<file path="src/rtl/bch_wr_pkg.sv">
package bch_wr_pkg;

    localparam int unsigned GF_M      = 13;
    localparam int unsigned T_CORR    = 8;
    localparam int unsigned PAR_W     = GF_M * T_CORR;
    localparam int unsigned BYTE_W    = 8;
    localparam int unsigned WORD_W    = 32;
    localparam int unsigned N_WORDS   = (PAR_W + WORD_W - 1) / WORD_W;
    localparam int unsigned PAD_W     = N_WORDS * WORD_W - PAR_W;
    localparam int unsigned LONG_LEN  = 512;
    localparam int unsigned SHORT_LEN = 24;
    localparam int unsigned CNT_W     = $clog2(LONG_LEN);

    typedef logic [PAR_W-1:0] par_t;

    // Low-order coefficients of g(x); the x^PAR_W term is implicit.
    localparam par_t GEN_DEFAULT = 104'h9C3A_5E71_B04D_F28E_6A13_C7D5_29;

    typedef enum logic [1:0] {
        ECC_OFF  = 2'b00,
        ECC_BCH8 = 2'b01,
        ECC_RSV2 = 2'b10,
        ECC_RSV3 = 2'b11
    } ecc_mode_e;

    typedef struct packed {
        logic clear;
        logic accept;
        logic last;
    } seq_ctl_t;

    function automatic logic [CNT_W-1:0] last_index(input logic short_sel);
        return short_sel ? CNT_W'(SHORT_LEN - 1) : CNT_W'(LONG_LEN - 1);
    endfunction

    // One step of polynomial division, message bit entering at the top.
    function automatic par_t fold_bit(input par_t rem, input logic din, input par_t gen);
        logic fb;
        fb = din ^ rem[PAR_W-1];
        return {rem[PAR_W-2:0], 1'b0} ^ (fb ? gen : '0);
    endfunction

endpackage

</file>
<file path="src/rtl/bch_wr_seq.sv">
module bch_wr_seq
    import bch_wr_pkg::*;
(
    input  logic       clk,
    input  logic       rst,
    input  logic       short_sel,
    input  logic [1:0] mode,
    input  logic       lock,
    input  logic       init,
    input  logic       wr_en,
    output seq_ctl_t   ctl,
    output logic       done
);

    logic [CNT_W-1:0] cnt_q;
    logic             done_q;
    logic             init_ok;
    logic             take;
    logic             at_end;

    always_comb begin
        init_ok    = init & ~lock;
        take       = wr_en & (mode == ECC_BCH8) & ~lock & ~done_q & ~init_ok;
        at_end     = (cnt_q >= last_index(short_sel));
        ctl.clear  = init_ok;
        ctl.accept = take;
        ctl.last   = take & at_end;
    end

    always_ff @(posedge clk) begin
        if (rst) begin
            cnt_q  <= '0;
            done_q <= 1'b0;
        end else if (init_ok) begin
            cnt_q  <= '0;
            done_q <= 1'b0;
        end else if (take) begin
            if (at_end) begin
                cnt_q  <= '0;
                done_q <= 1'b1;
            end else begin
                cnt_q  <= cnt_q + 1'b1;
            end
        end
    end

    assign done = done_q;

    // a locked engine neither counts nor honours init.
    assert_lock_holds_count_R3: assert property (@(posedge clk) disable iff (rst)
        lock |=> ($stable(cnt_q) && $stable(done_q)));

    // a code-type other than 01 leaves the count idle.
    assert_mode_idle_R2: assert property (@(posedge clk) disable iff (rst)
        ((mode != ECC_BCH8) && !init_ok) |=> ($stable(cnt_q) && $stable(done_q)));

    // done rises only after a write was presented.
    assert_done_after_write_R1: assert property (@(posedge clk) disable iff (rst)
        $rose(done_q) |-> $past(wr_en));

endmodule

</file>
<file path="src/rtl/bch_lfsr8.sv">
module bch_lfsr8
    import bch_wr_pkg::*;
#(
    parameter par_t GEN = GEN_DEFAULT
) (
    input  logic              clk,
    input  logic              rst,
    input  logic              clear,
    input  logic              accept,
    input  logic [BYTE_W-1:0] data,
    output par_t              state_q,
    output par_t              next_state
);

    par_t chain [0:BYTE_W];

    assign chain[0] = state_q;

    for (genvar b = 0; b < BYTE_W; b++) begin : g_step
        assign chain[b+1] = fold_bit(chain[b], data[BYTE_W-1-b], GEN);
    end

    assign next_state = chain[BYTE_W];

    always_ff @(posedge clk) begin
        if (rst || clear) begin
            state_q <= '0;
        end else if (accept) begin
            state_q <= next_state;
        end
    end

    // an accepted init leaves an all-zero remainder.
    assert_init_clears_R4: assert property (@(posedge clk) disable iff (rst)
        clear |=> (state_q == '0));

endmodule

</file>
<file path="src/rtl/bch_result_regs.sv">
module bch_result_regs
    import bch_wr_pkg::*;
(
    input  logic                      clk,
    input  logic                      rst,
    input  logic                      capture,
    input  par_t                      next_state,
    output logic [N_WORDS*WORD_W-1:0] words
);

    par_t cap_q;

    always_ff @(posedge clk) begin
        if (rst) begin
            cap_q <= '0;
        end else if (capture) begin
            cap_q <= next_state;
        end
    end

    if (PAD_W > 0) begin : g_pad
        assign words = {{PAD_W{1'b0}}, cap_q};
    end else begin : g_nopad
        assign words = cap_q;
    end

    // results move only on a capture.
    assert_results_hold_R8: assert property (@(posedge clk) disable iff (rst)
        !capture |=> $stable(cap_q));

endmodule

</file>
<file path="src/rtl/bch_wr_parity.sv">
module bch_wr_parity
    import bch_wr_pkg::*;
#(
    parameter par_t GEN_POLY = GEN_DEFAULT
) (
    input  logic        clk,
    input  logic        rst,
    input  logic        cfg_short_msg,
    input  logic [1:0]  cfg_ecc_mode,
    input  logic        cfg_lock,
    input  logic        cfg_init,
    input  logic        wr_en,
    input  logic [7:0]  wr_data,
    output logic [31:0] parity_w0,
    output logic [31:0] parity_w1,
    output logic [31:0] parity_w2,
    output logic [31:0] parity_w3,
    output logic        done
);

    seq_ctl_t                  ctl;
    par_t                      lfsr_q;
    par_t                      lfsr_next;
    logic [N_WORDS*WORD_W-1:0] words;

    bch_wr_seq u_seq (
        .clk       (clk),
        .rst       (rst),
        .short_sel (cfg_short_msg),
        .mode      (cfg_ecc_mode),
        .lock      (cfg_lock),
        .init      (cfg_init),
        .wr_en     (wr_en),
        .ctl       (ctl),
        .done      (done)
    );

    bch_lfsr8 #(.GEN(GEN_POLY)) u_lfsr (
        .clk        (clk),
        .rst        (rst),
        .clear      (ctl.clear),
        .accept     (ctl.accept),
        .data       (wr_data),
        .state_q    (lfsr_q),
        .next_state (lfsr_next)
    );

    bch_result_regs u_res (
        .clk        (clk),
        .rst        (rst),
        .capture    (ctl.last),
        .next_state (lfsr_next),
        .words      (words)
    );

    assign parity_w0 = words[0*WORD_W +: WORD_W];
    assign parity_w1 = words[1*WORD_W +: WORD_W];
    assign parity_w2 = words[2*WORD_W +: WORD_W];
    assign parity_w3 = words[3*WORD_W +: WORD_W];

    // lock freezes the remainder whatever is written.
    assert_lock_freeze_R3: assert property (@(posedge clk) disable iff (rst)
        cfg_lock |=> $stable(lfsr_q));

    // init beats a simultaneous write.
    assert_init_wins_R9: assert property (@(posedge clk) disable iff (rst)
        (cfg_init && !cfg_lock && wr_en) |=> (!done && (lfsr_q == '0)));

    // once done, results stay put until an accepted init.
    assert_done_stable_R8: assert property (@(posedge clk) disable iff (rst)
        (done && !(cfg_init && !cfg_lock)) |=>
            ($stable(parity_w0) && $stable(parity_w1) && $stable(parity_w2) && $stable(parity_w3) && done));

endmodule

</file>
<file path="config.mk">
export PLATFORM = sky130hd
export DESIGN_NAME = bch_wr_parity
export DESIGN_NICKNAME = d
export VERILOG_FILES = /design/src/rtl/bch_wr_pkg.sv /design/src/rtl/bch_wr_seq.sv /design/src/rtl/bch_lfsr8.sv /design/src/rtl/bch_result_regs.sv /design/src/rtl/bch_wr_parity.sv
export SDC_FILE = /design/constraint.sdc
export NUM_CORES = 1
export LEC_CHECK = 0
export ABC_AREA = 0
export BUFFER_PORTS_ARGS = -buffer_cell sky130_fd_sc_hd__buf_2
export CAP_MARGIN = 20
export CORE_MARGIN = 2
export CORE_UTILIZATION = 30
export CTS_BUF_LIST = sky130_fd_sc_hd__clkbuf_16
export CTS_CLUSTER_DIAMETER = 60
export DETAILED_ROUTE_END_ITERATION = 6
export HOLD_SLACK_MARGIN = 0.1
export PLACE_DENSITY = 0.55
export SYNTH_ARGS = -nofsm -noshare
export SYNTH_HDL_FRONTEND = slang
export SYNTH_SLANG_ARGS = --single-unit
</file>
<file path="constraint.sdc">
create_clock -name clk -period 2.17 [get_ports clk]
set_input_delay 0.217 -clock clk [delete_from_list [all_inputs] [get_ports clk]]
set_output_delay 0.217 -clock clk [all_outputs]
set_load 0.01 [all_outputs]
</file>
==> results.txt <==
Most common cell after layout, fill and taps aside: nand2_1
Avg Cell Area, Syn: 9.02 µm²
Maximum number of pins on one net before global-route repair: 89
WS Path Type: reg -> reg
Multiplexer area fraction after synthesis: 0
Most frequent cells in the layout: nand2_1, dfxtp_1, xnor2_1, buf_2, buf_4
# clock sinks: 218
DR vias/cell: 4.99
Worst path most repeated cell: xnor2_2
Crit start category: flip-flop
Routed Antenna Nets: 0
Simple-gate share of the synthesized area: 0.175
Worst hold margin: 168 ps
Starting Density: 0.306
Post-synthesis register bit count: 218
Final period demand of the worst path: 2130 ps
Antenna violations before repair: 0
Register area share after synthesis: 0.399
Via count: 9482
Worst Setup Slack, final: 41.5 ps
Combinational family with the most area after synthesis: XOR/XNOR gates
Worst-path cell chain: buf_4 > xnor2_2 > buf_12 > xnor3_1 > xnor2_2 > xnor2_2 > buf_4 > o21ai_0
Io pins: 145
Slowest stage delay, CP: 440 ps
Post-DP Area: 12800 µm²
CTS tree: done
Layout cells sized above 1: 0.267
Max VDD drop: 0.000535 V
Core box area: 35700 µm²
Post-CTS Hold Buffers: 0
Inserted Clock Buffers: 26
Worst path required time: 2580 ps
Die ar.: 38000 µm²
Root buf cell: clkbuf_16
Routed len/inst: 20.0 µm
CTS Buffer Depth: 3
GPL Wtd Cong: 0.902
First-pass GRT wire length: 55.5 mm
Port bufs: 120
Synth unique cells: 47
Slew @ Worst Pin: 846 ps
Hold Crit Class: in -> reg
Iter 0 DRT Violations: 623
Crit path max-delay cell type: xnor3_1
Fin crit share: 0.981
TNS Setup: 0 ps
Worst path buffer plus inverter count: 3
Clock skew: 14.9 ps
Design Area, Final: 14400 µm²
Layout overhead on the synthesized area: 31.8%
Warnings from Yosys: 0
Reg clk slew, reported paths: 60 ps
Ant. Diodes: 0
Slew Limit Fails: 0
# H-tree levels: 1
Final nets: 1440
Async set-or-reset flop fraction in the synthesized netlist: 0
Pre-Repair DR Iteration Count: 5
Delay-heaviest family, CP: XOR/XNOR gates
Die W: 195 µm
RSZ-0062 raised after global routing: yes
Crit end category: flip-flop
Tot Pwr: 11.5 mW
Clk_lat worst skew: 540 ps
Pwr Density: 796 nW/µm²
Leak pwr: 5.88 nW
DRT Wirelength: 38.0 mm
Die Ht: 195 µm
Syn Inst Count: 1212
CP max FO: 7
R2r setup slk: 40 ps
Prevailing post-synth register cell: dfxtp_1
EDFF count, synth: 0
Complex-gate fraction of the synthesized area: 0.113
Max-cap viol count: 0
Final cell count without fillers: 1899
Post-synthesis cell area: 10900 µm²
Status: finished clean
CP Data Arrival Time: 2540 ps
Dpl cells: 1826
GRT Util Overall: 0.190
Drc violations: 0
DP Wirelength: 26.3 mm
Vias in the first global route: 8900
Fmax: 470 MHz
Gr ovfl total: 0
Synth Area in XOR/XNOR: 0.254
Relative slew slack: 0.435
Row cnt: 69
Final hold viol count: 0
Final-report setup violation count: 0
Post-synthesis adder-cell area fraction: 0.00687
Final core utilization: 0.403
Setup WS pre-CTS: -161 ps
-- final timing paths --
path,cells past startpoint,start,to
worst max register to register,8,u_lfsr.state_q[98]$_SDFFE_PP0P_,u_lfsr.state_q[93]$_SDFFE_PP0P_
worst min register to register,2,u_res.cap_q[17]$_SDFFE_PP0P_,u_res.cap_q[17]$_SDFFE_PP0P_
worst max-delay path,8,u_lfsr.state_q[98]$_SDFFE_PP0P_,u_lfsr.state_q[93]$_SDFFE_PP0P_
worst min-delay path,3,rst,u_res.cap_q[86]$_SDFFE_PP0P_
-- power breakdown --
group	switching, mW	total [mW]	internal (mW)
Clock	1.82	4.55	2.73
Combinational	1.53	2.86	1.33
Sequential	0.0280	4.06	4.03
-- what timing repair did --
action | 4_1_cts | 5_1_grt
setup endpoints to repair | 104 | 111
resized for setup | 9 | 42
gates cloned | 2 | 7
pin swaps | 3 | 15
buffers inserted | 8 | 8
-- routing by layer --
layer,global-route usage,vias to the layer above,share of wire,wire length (µm)
met5,0,-,0,0
met2,0.302,303,0.46,17400
met4,0.0577,0,0.032,1220
li1,-,4508,-,-
met1,0.264,4607,0.45,17200
met3,0.0316,64,0.060,2290
-- logic make-up after synthesis --
group                    count (synthesis)
flip-flops                             218
AO/OA/AOI/OAI                          221
XOR/XNOR                               212
AND/OR/NAND/NOR                        436
adder cells (fa/ha/maj)                  6
other                                    1
buffers and inverters                  118
-- sequential cells by signal (all words and copies together), names as in the netlist --
name	flops
u_lfsr.state_q	104
u_res.cap_q	104
u_seq.cnt_q	9
u_seq.done	1
-- area by class of cell --
type                            count  area [µm²]
Multi-Input combinational cell    900        6450
Fill cell                        3608       21300
Timing Repair Buffer              268        2100
Clock buffer                       27         676
Tap cell                          461         577
Inverter                            4        15.0
Sequential cell                   218        4370
Clock inverter                     21         210
-- worst reg2reg max path, stage by stage, from the launching register on --
cell,delay [ps]
dfxtp_1,350
buf_4,160
xnor2_2,190
buf_12,180
xnor3_1,440
xnor2_2,190
xnor2_2,240
buf_4,180
o21ai_0,60
-- synthesized netlist by cell type, types with 10 or more instances --
cell	number	area [µm²]
o21ai_1	10	50.1
o21ai_0	31	155
buf_1	14	52.6
nand3_1	66	330
buf_4	27	203
clkbuf_1	63	236
a21oi_1	117	586
xnor2_1	130	1140
nor2_1	43	161
dfxtp_1	218	4360
nand2_1	259	972
xnor3_1	36	811
a211oi_1	17	128
nor3_1	16	80.1
xnor2_2	10	163
o22ai_1	28	175
xor2_1	14	123
Note: power is estimated with default switching activity, not from simulation.
